--- src/rtl/ptr_bank_pkg.sv ---
// Shared constants for the dual pointer unit.
// Assumes the five registers sit at consecutive addresses starting at PB_BASE.
package ptr_bank_pkg;
    localparam int PB_BYTE_W  = 8;
    localparam int PB_NUM_REG = 5;
    localparam logic [7:0] PB_BASE = 8'h82;
endpackage

--- src/rtl/ptr_sfr_decode.sv ---
// Address decoder for the register port.
// Maps the five consecutive addresses to a pointer index, a byte half and a selector hit.
// Assumes BASE + NUM_REG - 1 does not wrap past the top of the address space.
module ptr_sfr_decode #(
    parameter int ADDR_W  = 8,
    parameter logic [ADDR_W-1:0] BASE = 8'h82,
    parameter int NUM_REG = 5
) (
    input  logic [ADDR_W-1:0] addr,
    output logic              hit,
    output logic              sel_hit,
    output logic              ptr_idx,
    output logic              hi_half
);
    localparam logic [ADDR_W-1:0] LAST_OFF = ADDR_W'(NUM_REG - 1);

    logic [ADDR_W-1:0] off;

    // Offset from the base; addresses below the base wrap to large values and miss.
    always_comb begin
        off     = addr - BASE;
        hit     = (off <= LAST_OFF);
        sel_hit = (off == LAST_OFF);
        ptr_idx = off[1];
        hi_half = off[0];
    end
endmodule

--- src/rtl/ptr_word_reg.sv ---
// One 16-bit pointer register built from two bytes.
// Byte writes from the register port win over core load and increment in the same cycle.
// Core operations act only when this pointer is the active one.
module ptr_word_reg #(
    parameter int BYTE_W = 8
) (
    input  logic                clk,
    input  logic                rst_n,
    input  logic                wr_lo,
    input  logic                wr_hi,
    input  logic [BYTE_W-1:0]   wdata,
    input  logic                active,
    input  logic                core_load,
    input  logic [2*BYTE_W-1:0] core_val,
    input  logic                core_inc,
    output logic [2*BYTE_W-1:0] value
);
    localparam int WORD_W = 2 * BYTE_W;

    logic              sfr_touch;
    logic              core_go;
    logic [WORD_W-1:0] core_next;

    // Choose the core result: load has priority over increment.
    always_comb begin
        sfr_touch = wr_lo | wr_hi;
        core_go   = active & (core_load | core_inc) & ~sfr_touch;
        core_next = core_load ? core_val : value + WORD_W'(1);
    end

    // Pointer storage with reset, byte writes first, then core updates.
    always_ff @(posedge clk) begin
        if (!rst_n) begin
            value <= '0;
        end else if (sfr_touch) begin
            if (wr_lo) value[BYTE_W-1:0]      <= wdata;
            if (wr_hi) value[WORD_W-1:BYTE_W] <= wdata;
        end else if (core_go) begin
            value <= core_next;
        end
    end

    // a written low byte takes the port data regardless of the core
    a_r8_lo_write_wins: assert property (@(posedge clk) disable iff (!rst_n)
        wr_lo |=> value[BYTE_W-1:0] == $past(wdata));

    // the unwritten byte keeps its value during a byte write
    a_r8_other_byte_kept: assert property (@(posedge clk) disable iff (!rst_n)
        (wr_lo && !wr_hi) |=> value[WORD_W-1:BYTE_W] == $past(value[WORD_W-1:BYTE_W]));

    // a lone increment on the active pointer adds one with wrap
    a_r6_inc_step: assert property (@(posedge clk) disable iff (!rst_n)
        (active && core_inc && !core_load && !wr_lo && !wr_hi)
        |=> value == $past(value) + WORD_W'(1));

    // an inactive pointer without byte writes holds its value
    a_r4_inactive_holds: assert property (@(posedge clk) disable iff (!rst_n)
        (!active && !wr_lo && !wr_hi) |=> $stable(value));
endmodule

--- src/rtl/ptr_sel_reg.sv ---
// One-bit bank selector. A port write stores bit 0; a core increment inverts it.
// The port write wins when both occur together.
module ptr_sel_reg (
    input  logic clk,
    input  logic rst_n,
    input  logic wr,
    input  logic wbit,
    input  logic toggle,
    output logic sel
);
    // Selector storage: reset to bank 0, port write first, then toggle.
    always_ff @(posedge clk) begin
        if (!rst_n)      sel <= 1'b0;
        else if (wr)     sel <= wbit;
        else if (toggle) sel <= ~sel;
    end

    // a toggle without a write inverts the selector
    a_r5_toggle_flips: assert property (@(posedge clk) disable iff (!rst_n)
        (toggle && !wr) |=> sel != $past(sel));

    // a port write sets the bit even when a toggle arrives together
    a_r8_sel_write_wins: assert property (@(posedge clk) disable iff (!rst_n)
        wr |=> sel == $past(wbit));
endmodule

--- src/rtl/ptr_bank_unit.sv ---
// Top level of the dual pointer unit.
// Holds two pointers and a selector. Serves the register port with same-cycle reads
// and the core port with operations on the selected pointer.
// Assumes at most one register access per cycle; the core pulses are single-cycle requests.
module ptr_bank_unit #(
    parameter int ADDR_W = 8,
    parameter logic [ADDR_W-1:0] BASE = ptr_bank_pkg::PB_BASE
) (
    input  logic                clk,
    input  logic                rst_n,
    input  logic [ADDR_W-1:0]   sfr_addr,
    input  logic                sfr_wr,
    input  logic [7:0]          sfr_wdata,
    output logic [7:0]          sfr_rdata,
    output logic                sfr_hit,
    output logic [15:0]         core_ptr,
    input  logic                core_load,
    input  logic [15:0]         core_load_val,
    input  logic                core_inc,
    input  logic                core_sel_inc,
    output logic                sel_state
);
    import ptr_bank_pkg::*;

    localparam int BW     = PB_BYTE_W;
    localparam int WW     = 2 * BW;
    localparam int NUM_PT = 2;

    logic                      hit;
    logic                      sel_hit;
    logic                      ptr_idx;
    logic                      hi_half;
    logic                      sel;
    logic [NUM_PT-1:0][WW-1:0] ptrs;

    ptr_sfr_decode #(
        .ADDR_W (ADDR_W),
        .BASE   (BASE),
        .NUM_REG(PB_NUM_REG)
    ) u_dec (
        .addr   (sfr_addr),
        .hit    (hit),
        .sel_hit(sel_hit),
        .ptr_idx(ptr_idx),
        .hi_half(hi_half)
    );

    ptr_sel_reg u_sel (
        .clk   (clk),
        .rst_n (rst_n),
        .wr    (sfr_wr & sel_hit),
        .wbit  (sfr_wdata[0]),
        .toggle(core_sel_inc),
        .sel   (sel)
    );

    for (genvar i = 0; i < NUM_PT; i++) begin : g_ptr
        logic ptr_sel_i;
        logic wr_here;
        assign ptr_sel_i = (i != 0);
        assign wr_here   = sfr_wr & hit & ~sel_hit & (ptr_idx == ptr_sel_i);

        ptr_word_reg #(.BYTE_W(BW)) u_ptr (
            .clk      (clk),
            .rst_n    (rst_n),
            .wr_lo    (wr_here & ~hi_half),
            .wr_hi    (wr_here & hi_half),
            .wdata    (sfr_wdata),
            .active   (sel == ptr_sel_i),
            .core_load(core_load),
            .core_val (core_load_val),
            .core_inc (core_inc),
            .value    (ptrs[i])
        );
    end

    // Core view: the selected pointer and the selector bit.
    always_comb begin
        core_ptr  = ptrs[sel];
        sel_state = sel;
    end

    // Register read mux: zero and no hit outside the mapped range.
    always_comb begin
        sfr_hit   = hit;
        sfr_rdata = '0;
        if (hit) begin
            if (sel_hit)      sfr_rdata = {{(BW-1){1'b0}}, sel};
            else if (hi_half) sfr_rdata = ptrs[ptr_idx][WW-1:BW];
            else              sfr_rdata = ptrs[ptr_idx][BW-1:0];
        end
    end

    // a miss always reads as zero
    a_r9_miss_zero: assert property (@(posedge clk) disable iff (!rst_n)
        !sfr_hit |-> sfr_rdata == 8'h00);

    // the selector readback never carries upper bits
    a_r3_sel_upper_zero: assert property (@(posedge clk) disable iff (!rst_n)
        (sfr_hit && sfr_addr == BASE + ADDR_W'(4)) |-> sfr_rdata[7:1] == 7'd0);

    // the core view follows the selector
    a_r4_core_view: assert property (@(posedge clk) disable iff (!rst_n)
        core_ptr == (sel_state ? ptrs[1] : ptrs[0]));
endmodule

--- config.mk ---
export PLATFORM = sky130hd
export DESIGN_NAME = ptr_bank_unit
export DESIGN_NICKNAME = d
export VERILOG_FILES = /design/src/rtl/ptr_bank_pkg.sv /design/src/rtl/ptr_sfr_decode.sv /design/src/rtl/ptr_word_reg.sv /design/src/rtl/ptr_sel_reg.sv /design/src/rtl/ptr_bank_unit.sv
export SDC_FILE = /design/constraint.sdc
export NUM_CORES = 1
export LEC_CHECK = 0
export BUFFER_PORTS_ARGS = -buffer_cell sky130_fd_sc_hd__buf_2
export CORE_AREA = 2 2 91 93
export DETAILED_ROUTE_END_ITERATION = 7
export DIE_AREA = 0 0 93 95
export PLACE_DENSITY = 0.66
export SKIP_CTS_REPAIR_TIMING = 1
export SKIP_LAST_GASP = 1
export SYNTH_ARGS = -nofsm -noshare
export SYNTH_HDL_FRONTEND = slang
export SYNTH_SLANG_ARGS = --single-unit
export TNS_END_PERCENT = 100
--- constraint.sdc ---
create_clock -name clk -period 4.4 [get_ports clk]
set_input_delay 0.44 -clock clk [delete_from_list [all_inputs] [get_ports clk]]
set_output_delay 0.44 -clock clk [all_outputs]
set_load 0.05 [all_outputs]
==> results of run 1 <==
==> where the power goes <==
part | total, mW | switching [mW] | leakage, nW | internal, mW
Clock | 0.242 | 0.132 | 0.0439 | 0.109
Sequential | 0.378 | 0.0524 | 0.272 | 0.326
Combinational | 0.323 | 0.205 | 1.05 | 0.118
==> cell families (layout without fill, tap and decap cells) <==
group                    after synthesis  after routing  synth area share, %
AO/OA/AOI/OAI                        129            129                 30.5
AND/OR/NAND/NOR                      129            129                 21.9
flip-flops                            33             33                 21.7
XOR/XNOR                              16             16                 4.61
multiplexers                          30             30                 13.6
adder cells (fa/ha/maj)                3              3                 1.24
buffers and inverters                 47             89                 6.34
==> cells in the mapped netlist (all sizes together), types with 8 or more instances <==
cell type / instances / area (sq um)
and3: 11 / 68.8
dfxtp: 33 / 661
a211oi: 13 / 113
xnor2: 10 / 87.6
nor2: 25 / 93.8
a21oi: 20 / 111
a221oi: 9 / 78.8
o21ai: 41 / 205
mux4: 8 / 180
nand2b: 8 / 50.1
mux2: 10 / 113
nand2: 28 / 108
nand3: 16 / 80.1
mux2i: 12 / 120
clkbuf: 25 / 93.8
nor3: 9 / 50.1
inv: 15 / 56.3
==> metal layers <==
layer / routed length (um) / GRT usage (%) / part of all wire, % / up-vias
met4: 212 / 6.99 / 2.0 / 0
met5: 0 / 0 / 0 / -
met2: 5020 / 39.4 / 48 / 190
met1: 4480 / 33.2 / 42 / 1556
li1: - / - / - / 1543
met3: 830 / 3.59 / 7.9 / 20
==> registers in the layout, indices dropped and copies added, names as in the netlist <==
register / count
u_sel.sel: 1
g_ptr.u_ptr.value: 32
==> placed cells by master, fill, tap and decap left out, types with 10 or more instances in the layout <==
| cell type | n |
|---|---|
| buf_2 | 63 |
| o21ai_0 | 41 |
| dfxtp_1 | 33 |
| nand2_1 | 27 |
| nor2_1 | 25 |
| a21oi_1 | 19 |
| nand3_1 | 16 |
| inv_1 | 15 |
| mux2i_1 | 12 |
| and3_1 | 11 |
| mux2_2 | 10 |
| a211oi_1 | 10 |
| xnor2_1 | 10 |
==> stage by stage <==
| step | instance area [sq um] | instances | utilization, % | hold WS (ps) |
|---|---|---|---|---|
| floorplan | 3040 | 387 | - | 467 |
| global placement | 3370 | 526 | 42.5 | 508 |
| detailed placement | 3370 | 526 | 42.5 | 507 |
| CTS | 3460 | 534 | 43.6 | 475 |
| global route | 3460 | 534 | 43.6 | 498 |
| finish | 3460 | 534 | 43.6 | 475 |
==> worst max path at each step <==
stage,from,endpoint,slack [ps],cells past startpoint
detailed placement,sfr_addr[1],g_ptr[0].u_ptr.value[14],930,9
finish,sfr_addr[1],sfr_rdata[2],1120,9
floorplan,sfr_addr[1],sfr_rdata[6],1060,8
global route,sfr_addr[1],sfr_rdata[2],950,9
CTS,sfr_addr[1],sfr_rdata[2],1150,9
global placement,sfr_addr[1],g_ptr[0].u_ptr.value[5],1050,9
==> layout make-up <==
class	count	area share (%)
clock buffers	5	1.99
clock inverters	3	0.507
inverters	15	1.63
multi-input cells	307	63.2
flip-flops and latches	33	19.1
well taps	105	3.80
repair buffers	66	9.77
==> critical path: cells and delay by family <==
family / cells / cell delay (ps)
buf+inv: 4 / 970
compound gates: 3 / 960
fa+ha+maj: 1 / 260
simple gates: 1 / 210
==> flow_metrics.py, run 1 <==
metrics = {
    "final_layout": {
        "insertedDiodeCount": 0,
        "finish.net_count": 469,
        "multi_input_comb_area_sq_um": 2190,
        "drive_gt1_share_pct": 25.4,
        "area_growth_pct": 13.8,
        "fillers": 836,
        "seq_area_sq_um": 661,
    },
    "global_routing": {
        "grt_max_degree": 38,
        "grt_antenna_before_repair": 0,
        "grt_first_pass_wirelength_um": 16400,
        "grt_usage_pct": 24.1,
        "grt_pass1_vias": 2957,
        "grt.overflow.total": 0,
    },
    "cts": {
        "cts_buffers": 5,
        "cts.clk_slew.worst_paths_ps": 80,
        "cts.sinks": 33,
        "cts_buffer_depth": 2,
        "htreeDepth": 2,
        "clock_latency_ps": 300,
        "clock-root-buffer": "clkbuf_8",
        "cts_tree": "built",
    },
    "synthesis": {
        "synth_edf_count": 0,
        "ys_async_sr_fraction_pct": 0,
        "synth_area_sq_um": 3040,
        "ys_types": 56,
        "synth.avg_cell_area_sq_um": 7.85,
        "syn-num-nets": 428,
        "syn_inst": 387,
        "ys_seq_elements": 33,
        "ys.flop_type": "dfxtp_1",
        "ys_warn_count": 0,
        "ys_seq_area_share_pct": 21.7,
    },
    "sta": {
        "fin_tns_setup_ps": 0,
        "period_minus_slack_ps": 3280,
        "max_slew.worst_pin.slew_ps": 1020,
        "fin_skew_ps": 6.99,
        "setup_viol": 0,
        "hold_viol": 0,
        "max-slew-margin-rel_pct": 31.9,
        "clock.fmax_ghz": 0.305,
        "period_share_pct": 74.6,
        "setup_ws_ps": 1120,
        "drv_slew": 0,
        "grt_setup_unrepaired": "no",
    },
    "job": {
        "cap_violations": 0,
    },
    "die": {
        "coreArea_sq_um": 7930,
        "die_y_um": 95,
        "placementRows": 33,
        "initial_core_util_pct": 38.3,
        "io_pins": 64,
        "die_w_um": 93,
        "dieArea_sq_um": 8840,
    },
    "placed_design": {
        "io_buffers": 63,
        "dpl_worst_slack_ps": 926,
        "dp_hpwl_um": 7720,
        "gp_congestion": 0.915,
    },
    "worst_setup_path": {
        "end_kind": "output pin",
        "path_cells": "buf_2 -> inv_1 -> ha_1 -> o21bai_1 -> a211o_1 -> a311oi_4 -> buf_4 -> and3_1 -> buf_2",
        "cp.arrival_ps": 2840,
        "critPathRequiredTime_ps": 3960,
        "r2r_slack_ps": 1860,
        "reg2reg_to": "g_ptr[1].u_ptr.value[13]",
        "cp_common_cell": "buf_2",
        "max_stage_delay_ps": 450,
        "critPathKind": "input pin to output pin",
        "start_kind": "input pin",
        "r2r_start": "u_sel.sel",
        "slowest_stage": "a311oi_4",
        "crit_fanout": 15,
        "reg2regPathDepth": 5,
    },
    "drt": {
        "drtAntennaViolNets": 0,
        "via_count": 3309,
        "wl_per_cell_um": 19.7,
        "via_per_inst": 6.20,
        "drt_first_pass_iters": 5,
        "wl_um": 10500,
        "drc": 0,
        "drtIter0Drc": 303,
    },
    "worst_hold_path": {
        "hold_class": "input pin to register",
        "holdPathEnd": "g_ptr[1].u_ptr.value[15]",
        "hp-start": "sfr_wdata[7]",
        "hold-path-cell-count": 2,
    },
    "pwr": {
        "leakage_nw": 1.37,
        "p_per_area_nw_per_um2": 273,
        "ir_worst_vdd_mv": 0.145,
        "design_power_total_mw": 0.943,
    },
    "run_status": {
        "status": "completed",
    },
}
No activity file was read; power rests on OpenSTA's default activity.
==> inputs of run 2 (changes only) <==
--- a/config.mk
+++ b/config.mk
@@ -5,11 +5,12 @@
 export SDC_FILE = /design/constraint.sdc
 export NUM_CORES = 1
 export LEC_CHECK = 0
+export ABC_AREA = 1
 export BUFFER_PORTS_ARGS = -buffer_cell sky130_fd_sc_hd__buf_2
-export CORE_AREA = 2 2 91 93
+export CORE_AREA = 2 2 98 100
 export DETAILED_ROUTE_END_ITERATION = 7
-export DIE_AREA = 0 0 93 95
-export PLACE_DENSITY = 0.66
+export DIE_AREA = 0 0 100 102
+export PLACE_DENSITY = 0.67
 export SKIP_CTS_REPAIR_TIMING = 1
 export SKIP_LAST_GASP = 1
 export SYNTH_ARGS = -nofsm -noshare
==> constraint.sdc (replaced) <==
create_clock -name clk -period 2.9 [get_ports clk]
set_input_delay 0.29 -clock clk [delete_from_list [all_inputs] [get_ports clk]]
set_output_delay 0.29 -clock clk [all_outputs]
set_load 0.05 [all_outputs]
==> run 2 against run 1 <==
Global-route usage increased by 0.74 points. Synthesized cell count increased by 63%. Non-clock buffer count increased by 3. Setup slack got worse by 690 ps. Routed wire length increased by 20%. Area after synthesis increased by 16%. Via count increased by 31%. Sequential power increased by 47%. Largest cell class unchanged.
==> flow_metrics.py, run 2 <==
metrics = {
    "sta": {
        "hold_viol": 0,
        "drv_slew": 0,
        "setup_viol": 0,
        "period_minus_slack_ps": 2470,
        "period_share_pct": 85.3,
        "max_slew.worst_pin.slew_ps": 1050,
        "setup_ws_ps": 426,
        "fin_skew_ps": 2.00,
        "fin_tns_setup_ps": 0,
        "max-slew-margin-rel_pct": 30.2,
        "clock.fmax_ghz": 0.404,
        "grt_setup_unrepaired": "no",
    },
    "global_routing": {
        "grt.busiest_layer": "met2",
        "grt_pass1_vias": 3825,
        "use_met2_pct": 39.4,
        "grt_use_met3_pct": 3.49,
        "grt_antenna_before_repair": 0,
        "grt.overflow.total": 0,
        "grt_use_met1_pct": 34.0,
        "grt_max_degree": 37,
        "grt_first_pass_wirelength_um": 19800,
        "grt_usage_pct": 24.9,
    },
    "synthesis": {
        "synth-xor-area-share_pct": 0.496,
        "synth_top_family_by_area": "simple AND/OR/NAND/NOR gates",
        "syn-num-nets": 673,
        "ys.flop_type": "dfxtp_1",
        "synth_edf_count": 0,
        "synth.most_common_cell": "nand2_1",
        "ys_seq_elements": 33,
        "synthTopCellsByArea": "nand2_1 21%, dfxtp_1 19%, nand3_1 8.9%",
        "synth.avg_cell_area_sq_um": 5.59,
        "synth_mux_area_share_pct": 0,
        "synth.top_cell.area_share_pct": 21.2,
        "ys_warn_count": 0,
        "synth_commonest_cells": "200 x nand2_1, 82 x nor2_1, 63 x nand3_1, 63 x o21ai_0, 58 x inv_1",
        "yosysTopAreaCell": "nand2_1",
        "ys_async_sr_fraction_pct": 0,
        "synth_area_sq_um": 3530,
        "ys_seq_area_share_pct": 18.7,
        "syn_inst": 632,
        "ys_types": 35,
        "synth_simple_gate_area_share_pct": 53.2,
        "synth-compound-area-share_pct": 15.0,
        "synth_fa_ha_area_share_pct": 1.06,
    },
    "drt": {
        "drt_first_pass_iters": 5,
        "drtIter0Drc": 377,
        "wl_um": 12600,
        "via_per_inst": 5.45,
        "wl_per_cell_um": 15.9,
        "drc": 0,
        "via_count": 4331,
        "drtAntennaViolNets": 0,
    },
    "die": {
        "dieArea_sq_um": 10200,
        "placementRows": 35,
        "coreArea_sq_um": 9110,
        "die_y_um": 102,
        "die_w_um": 100,
        "io_pins": 64,
        "initial_core_util_pct": 38.8,
    },
    "placed_design": {
        "io_buffers": 63,
        "dp_hpwl_um": 9770,
        "gp_congestion": 1.03,
        "place_inst": 786,
        "dpl-instance-area_sq_um": 3880,
        "dpl_worst_slack_ps": 442,
    },
    "final_layout": {
        "fillers": 1025,
        "design_area_sq_um": 3980,
        "area_growth_pct": 12.6,
        "layout_common_cells": "200 x nand2_1, 82 x nor2_1, 63 x nand3_1, 63 x o21ai_0, 63 x buf_2",
        "largest_reg_flops": 32,
        "fin_cells": 794,
        "drive_gt1_share_pct": 18.0,
        "insertedDiodeCount": 0,
        "top_register": "g_ptr.u_ptr.value",
        "top_regs": "g_ptr.u_ptr.value x32, u_sel.sel x1",
        "final_common_cell": "nand2_1",
        "finish.net_count": 723,
    },
    "cts": {
        "cts.sinks": 33,
        "clock-root-buffer": "clkbuf_8",
        "htreeDepth": 2,
        "cts_tree": "built",
        "cts_buffers": 5,
        "clock_latency_ps": 300,
        "cts.clk_slew.worst_paths_ps": 70,
        "cts_buffer_depth": 2,
    },
    "worst_setup_path": {
        "cp.arrival_ps": 2180,
        "critPathRequiredTime_ps": 2610,
        "start_kind": "input pin",
        "crit_fanout": 32,
        "critPathKind": "input pin to output pin",
        "end_kind": "output pin",
    },
    "pwr": {
        "ir_worst_vdd_mv": 0.197,
        "leakage_nw": 1.96,
        "p_per_area_nw_per_um2": 396,
    },
    "run_status": {
        "status": "completed",
    },
    "worst_hold_path": {
        "hold_class": "input pin to register",
    },
    "job": {
        "cap_violations": 0,
    },
}
## run 2: worst paths after layout
path,start,to,slack [ps],depth (start not counted)
setup reg to reg,g_ptr[0].u_ptr.value[0],g_ptr[0].u_ptr.value[8],790,10
setup / recovery,sfr_addr[1],sfr_rdata[4],430,12
hold / removal,sfr_wr,u_sel.sel,280,3
hold reg to reg,g_ptr[1].u_ptr.value[12],g_ptr[1].u_ptr.value[12],570,2
## run 2: cells by family after synthesis
group,after synthesis
buf+inv,89
compound gates,104
flops,33
simple gates,401
xor+xnor,2
fa+ha+maj,3
## run 2: report_power, final
| group | total [mW] | switching, mW | internal [mW] | leakage (nW) |
|---|---|---|---|---|
| Combinational | 0.617 | 0.443 | 0.174 | 1.63 |
| Sequential | 0.556 | 0.0570 | 0.499 | 0.272 |
| Clock | 0.401 | 0.187 | 0.215 | 0.0542 |
## run 2: layer usage
metal	wire, um	up-vias	share of wire [%]
met2	5840	213	46
met1	5350	1936	42
met3	998	41	7.9
met4	438	0	3.5
met5	0	-	0
li1	-	2141	-
## run 2: stage by stage
step	utilization [%]	hold WS, ps	power (mW)
final	43.7	280	1.57
after global routing	43.7	321	1.66
after CTS	43.7	286	1.57
after detailed placement	42.6	558	1.17
after global placement	42.6	555	1.16
after floorplan	-	448	1.00
## run 2: layout make-up
type | count | area [sq um] | share of cell area, %
well taps | 111 | 139 | 3.49
clock buffers | 7 | 96.3 | 2.42
clock inverters | 1 | 5.00 | 0.126
inverters | 63 | 241 | 6.07
repair buffers | 69 | 360 | 9.06
flip-flops and latches | 33 | 661 | 16.6
multi-input cells | 510 | 2480 | 62.2
## run 2: critical path: stages
cell and delay, ps:
buf_2 130, inv_6 50, buf_4 330, nand3_1 120, nand2_1 70, nand2_1 70, inv_1 70, nand2_1 110
nor3_1 160, nand3_1 260, a21oi_1 230, buf_2 290
==> inputs of run 3 (changes only) <==
--- a/config.mk
+++ b/config.mk
@@ -7,10 +7,11 @@
 export LEC_CHECK = 0
 export ABC_AREA = 1
 export BUFFER_PORTS_ARGS = -buffer_cell sky130_fd_sc_hd__buf_2
-export CORE_AREA = 2 2 98 100
+export CORE_AREA = 2 2 92 94
 export DETAILED_ROUTE_END_ITERATION = 7
-export DIE_AREA = 0 0 100 102
-export PLACE_DENSITY = 0.67
+export DIE_AREA = 0 0 94 96
+export GPL_TIMING_DRIVEN = 0
+export PLACE_DENSITY = 0.74
 export SKIP_CTS_REPAIR_TIMING = 1
 export SKIP_LAST_GASP = 1
 export SYNTH_ARGS = -nofsm -noshare
==> run 3 against run 2 <==
Routed wire length grew 13%. Count of clock-buffer cells in the layout is the same. Combinational power grew 4.5%. Global-route usage grew 7.2 points. Setup slack lost 280 ps. Die area shrank 12%. Register-to-register slack is essentially flat. Cell area grew 3.4%. Total power grew 2.1%. Fmax shrank 10%. First-iteration DRC count grew 15%. Hold slack gained 7.9 ps. Largest power group unchanged.
==> flow_metrics.py, run 3 (synthesized netlist as in run 2, its figures left out) <==
metrics = {
    "run_status": {
        "status": "completed",
    },
    "worst_hold_path": {
        "hold_class": "input pin to register",
    },
    "global_routing": {
        "grt.overflow.total": 0,
        "grt_first_pass_wirelength_um": 21900,
        "grt_antenna_before_repair": 0,
        "grt_pass1_vias": 4203,
        "grt_usage_pct": 32.1,
        "grt_max_degree": 11,
    },
    "final_layout": {
        "layout_common_cells": "200 x nand2_1, 81 x nor2_1, 63 x o21ai_0, 62 x nand3_1, 61 x buf_2",
        "drive_gt1_share_pct": 18.8,
        "top_regs": "g_ptr.u_ptr.value x32, u_sel.sel x1",
        "finish.utilization_pct": 51.1,
        "top_register": "g_ptr.u_ptr.value",
        "area_growth_pct": 16.4,
        "final_common_cell": "nand2_1",
        "fillers": 865,
        "finish.net_count": 741,
        "seq_area_sq_um": 661,
        "largest_reg_flops": 32,
        "multi_input_comb_area_sq_um": 2490,
        "insertedDiodeCount": 0,
    },
    "job": {
        "cap_violations": 0,
    },
    "die": {
        "io_pins": 64,
        "initial_core_util_pct": 43.9,
        "die_y_um": 96,
        "coreArea_sq_um": 8050,
        "dieArea_sq_um": 9020,
        "placementRows": 33,
        "die_w_um": 94,
    },
    "drt": {
        "drc": 0,
        "drt_first_pass_iters": 8,
        "drtIter0Drc": 433,
        "wl_per_cell_um": 17.7,
        "via_count": 4501,
        "via_per_inst": 5.58,
        "wl_um": 14200,
        "drtAntennaViolNets": 0,
    },
    "sta": {
        "max_slew.worst_pin.slew_ps": 703,
        "clock.fmax_ghz": 0.364,
        "hold_viol": 0,
        "fin_skew_ps": 6.76,
        "fin_tns_setup_ps": 0,
        "setup_viol": 0,
        "period_share_pct": 94.8,
        "whs_ps": 288,
        "grt_setup_unrepaired": "no",
        "period_minus_slack_ps": 2750,
        "drv_slew": 0,
        "max-slew-margin-rel_pct": 53.1,
    },
    "worst_setup_path": {
        "reg2reg_to": "g_ptr[1].u_ptr.value[11]",
        "reg2regPathDepth": 11,
        "critPathRequiredTime_ps": 2610,
        "crit_fanout": 10,
        "critPathKind": "input pin to output pin",
        "cp.arrival_ps": 2460,
        "end_kind": "output pin",
        "endpoint": "sfr_rdata[2]",
        "cp-startpoint": "sfr_addr[1]",
        "start_kind": "input pin",
        "r2r_slack_ps": 780,
        "r2r_start": "g_ptr[1].u_ptr.value[7]",
    },
    "cts": {
        "htreeDepth": 2,
        "cts_buffer_depth": 2,
        "cts.clk_slew.worst_paths_ps": 70,
        "cts.sinks": 33,
        "clock-root-buffer": "clkbuf_8",
        "clock_latency_ps": 300,
        "cts_buffers": 5,
        "cts_tree": "built",
    },
    "pwr": {
        "ir_worst_vdd_mv": 0.202,
        "design_power_total_mw": 1.61,
        "leakage_nw": 2.00,
        "p_per_area_nw_per_um2": 391,
    },
    "placed_design": {
        "io_buffers": 61,
        "gp_congestion": 1.00,
        "dp_hpwl_um": 11200,
    },
}
## run 3: cell types whose count changed in the layout (fill, tap and decap cells not counted), moves of 2 or more
cell      previous run  this run
clkbuf_1             0        12
buf_2               63        61
buf_6                0         2
clkbuf_4             0         3
buf_8                0         2
## run 3: report_power, final
| part | internal (mW) | leakage (nW) | switching, mW | total (mW) |
|---|---|---|---|---|
| combinational | 0.186 | 1.68 | 0.459 | 0.645 |
| clock | 0.215 | 0.0542 | 0.190 | 0.405 |
| sequential | 0.499 | 0.272 | 0.0578 | 0.557 |
## run 3: metrics by stage
stage | area [sq um] | std cells | setup slack (ps)
after floorplan | 3550 | 632 | 4.30
after global placement | 3980 | 798 | -185
after detailed placement | 3980 | 798 | -229
after CTS | 4080 | 806 | -235
after global routing | 4110 | 806 | 33.4
final | 4110 | 806 | 150
## run 3: final cells by class
cell class | count | area share (%)
inverter | 63 | 5.87
tap | 105 | 3.19
timing repair buffer | 61 | 7.67
clock buffer | 7 | 2.34
buffer | 26 | 4.17
multi-input combinational | 510 | 60.6
sequential | 33 | 16.1
clock inverter | 1 | 0.122
## run 3: worst max-delay path, cell delays in order
cell	delay (ps)
buf_6	140
inv_6	90
buf_4	200
clkbuf_4	220
ha_2	240
nand3_1	90
nand2_1	70
nand2_1	60
inv_1	50
nand2_1	150
nor3_2	170
nand3_2	180
a21oi_1	250
buf_4	250
## run 3: layer usage
metal	track usage (%)	part of all wire, %	up-vias	wire length [um]
met3	5.09	8.8	38	1250
met4	12.0	3.3	0	463
met2	52.3	46	237	6530
met5	0	0	-	0
li1	-	-	2174	-
met1	42.9	42	2052	5990
## run 3: how the worst min path moves through the flow
stage / startpoint / end / cells after the start
after floorplan: sfr_wr / u_sel.sel / 2
after global placement: g_ptr[1].u_ptr.value[12] / g_ptr[1].u_ptr.value[12] / 2
after detailed placement: g_ptr[1].u_ptr.value[12] / g_ptr[1].u_ptr.value[12] / 2
after CTS: sfr_wr / u_sel.sel / 3
after global routing: core_sel_inc / u_sel.sel / 3
final: sfr_wr / u_sel.sel / 3
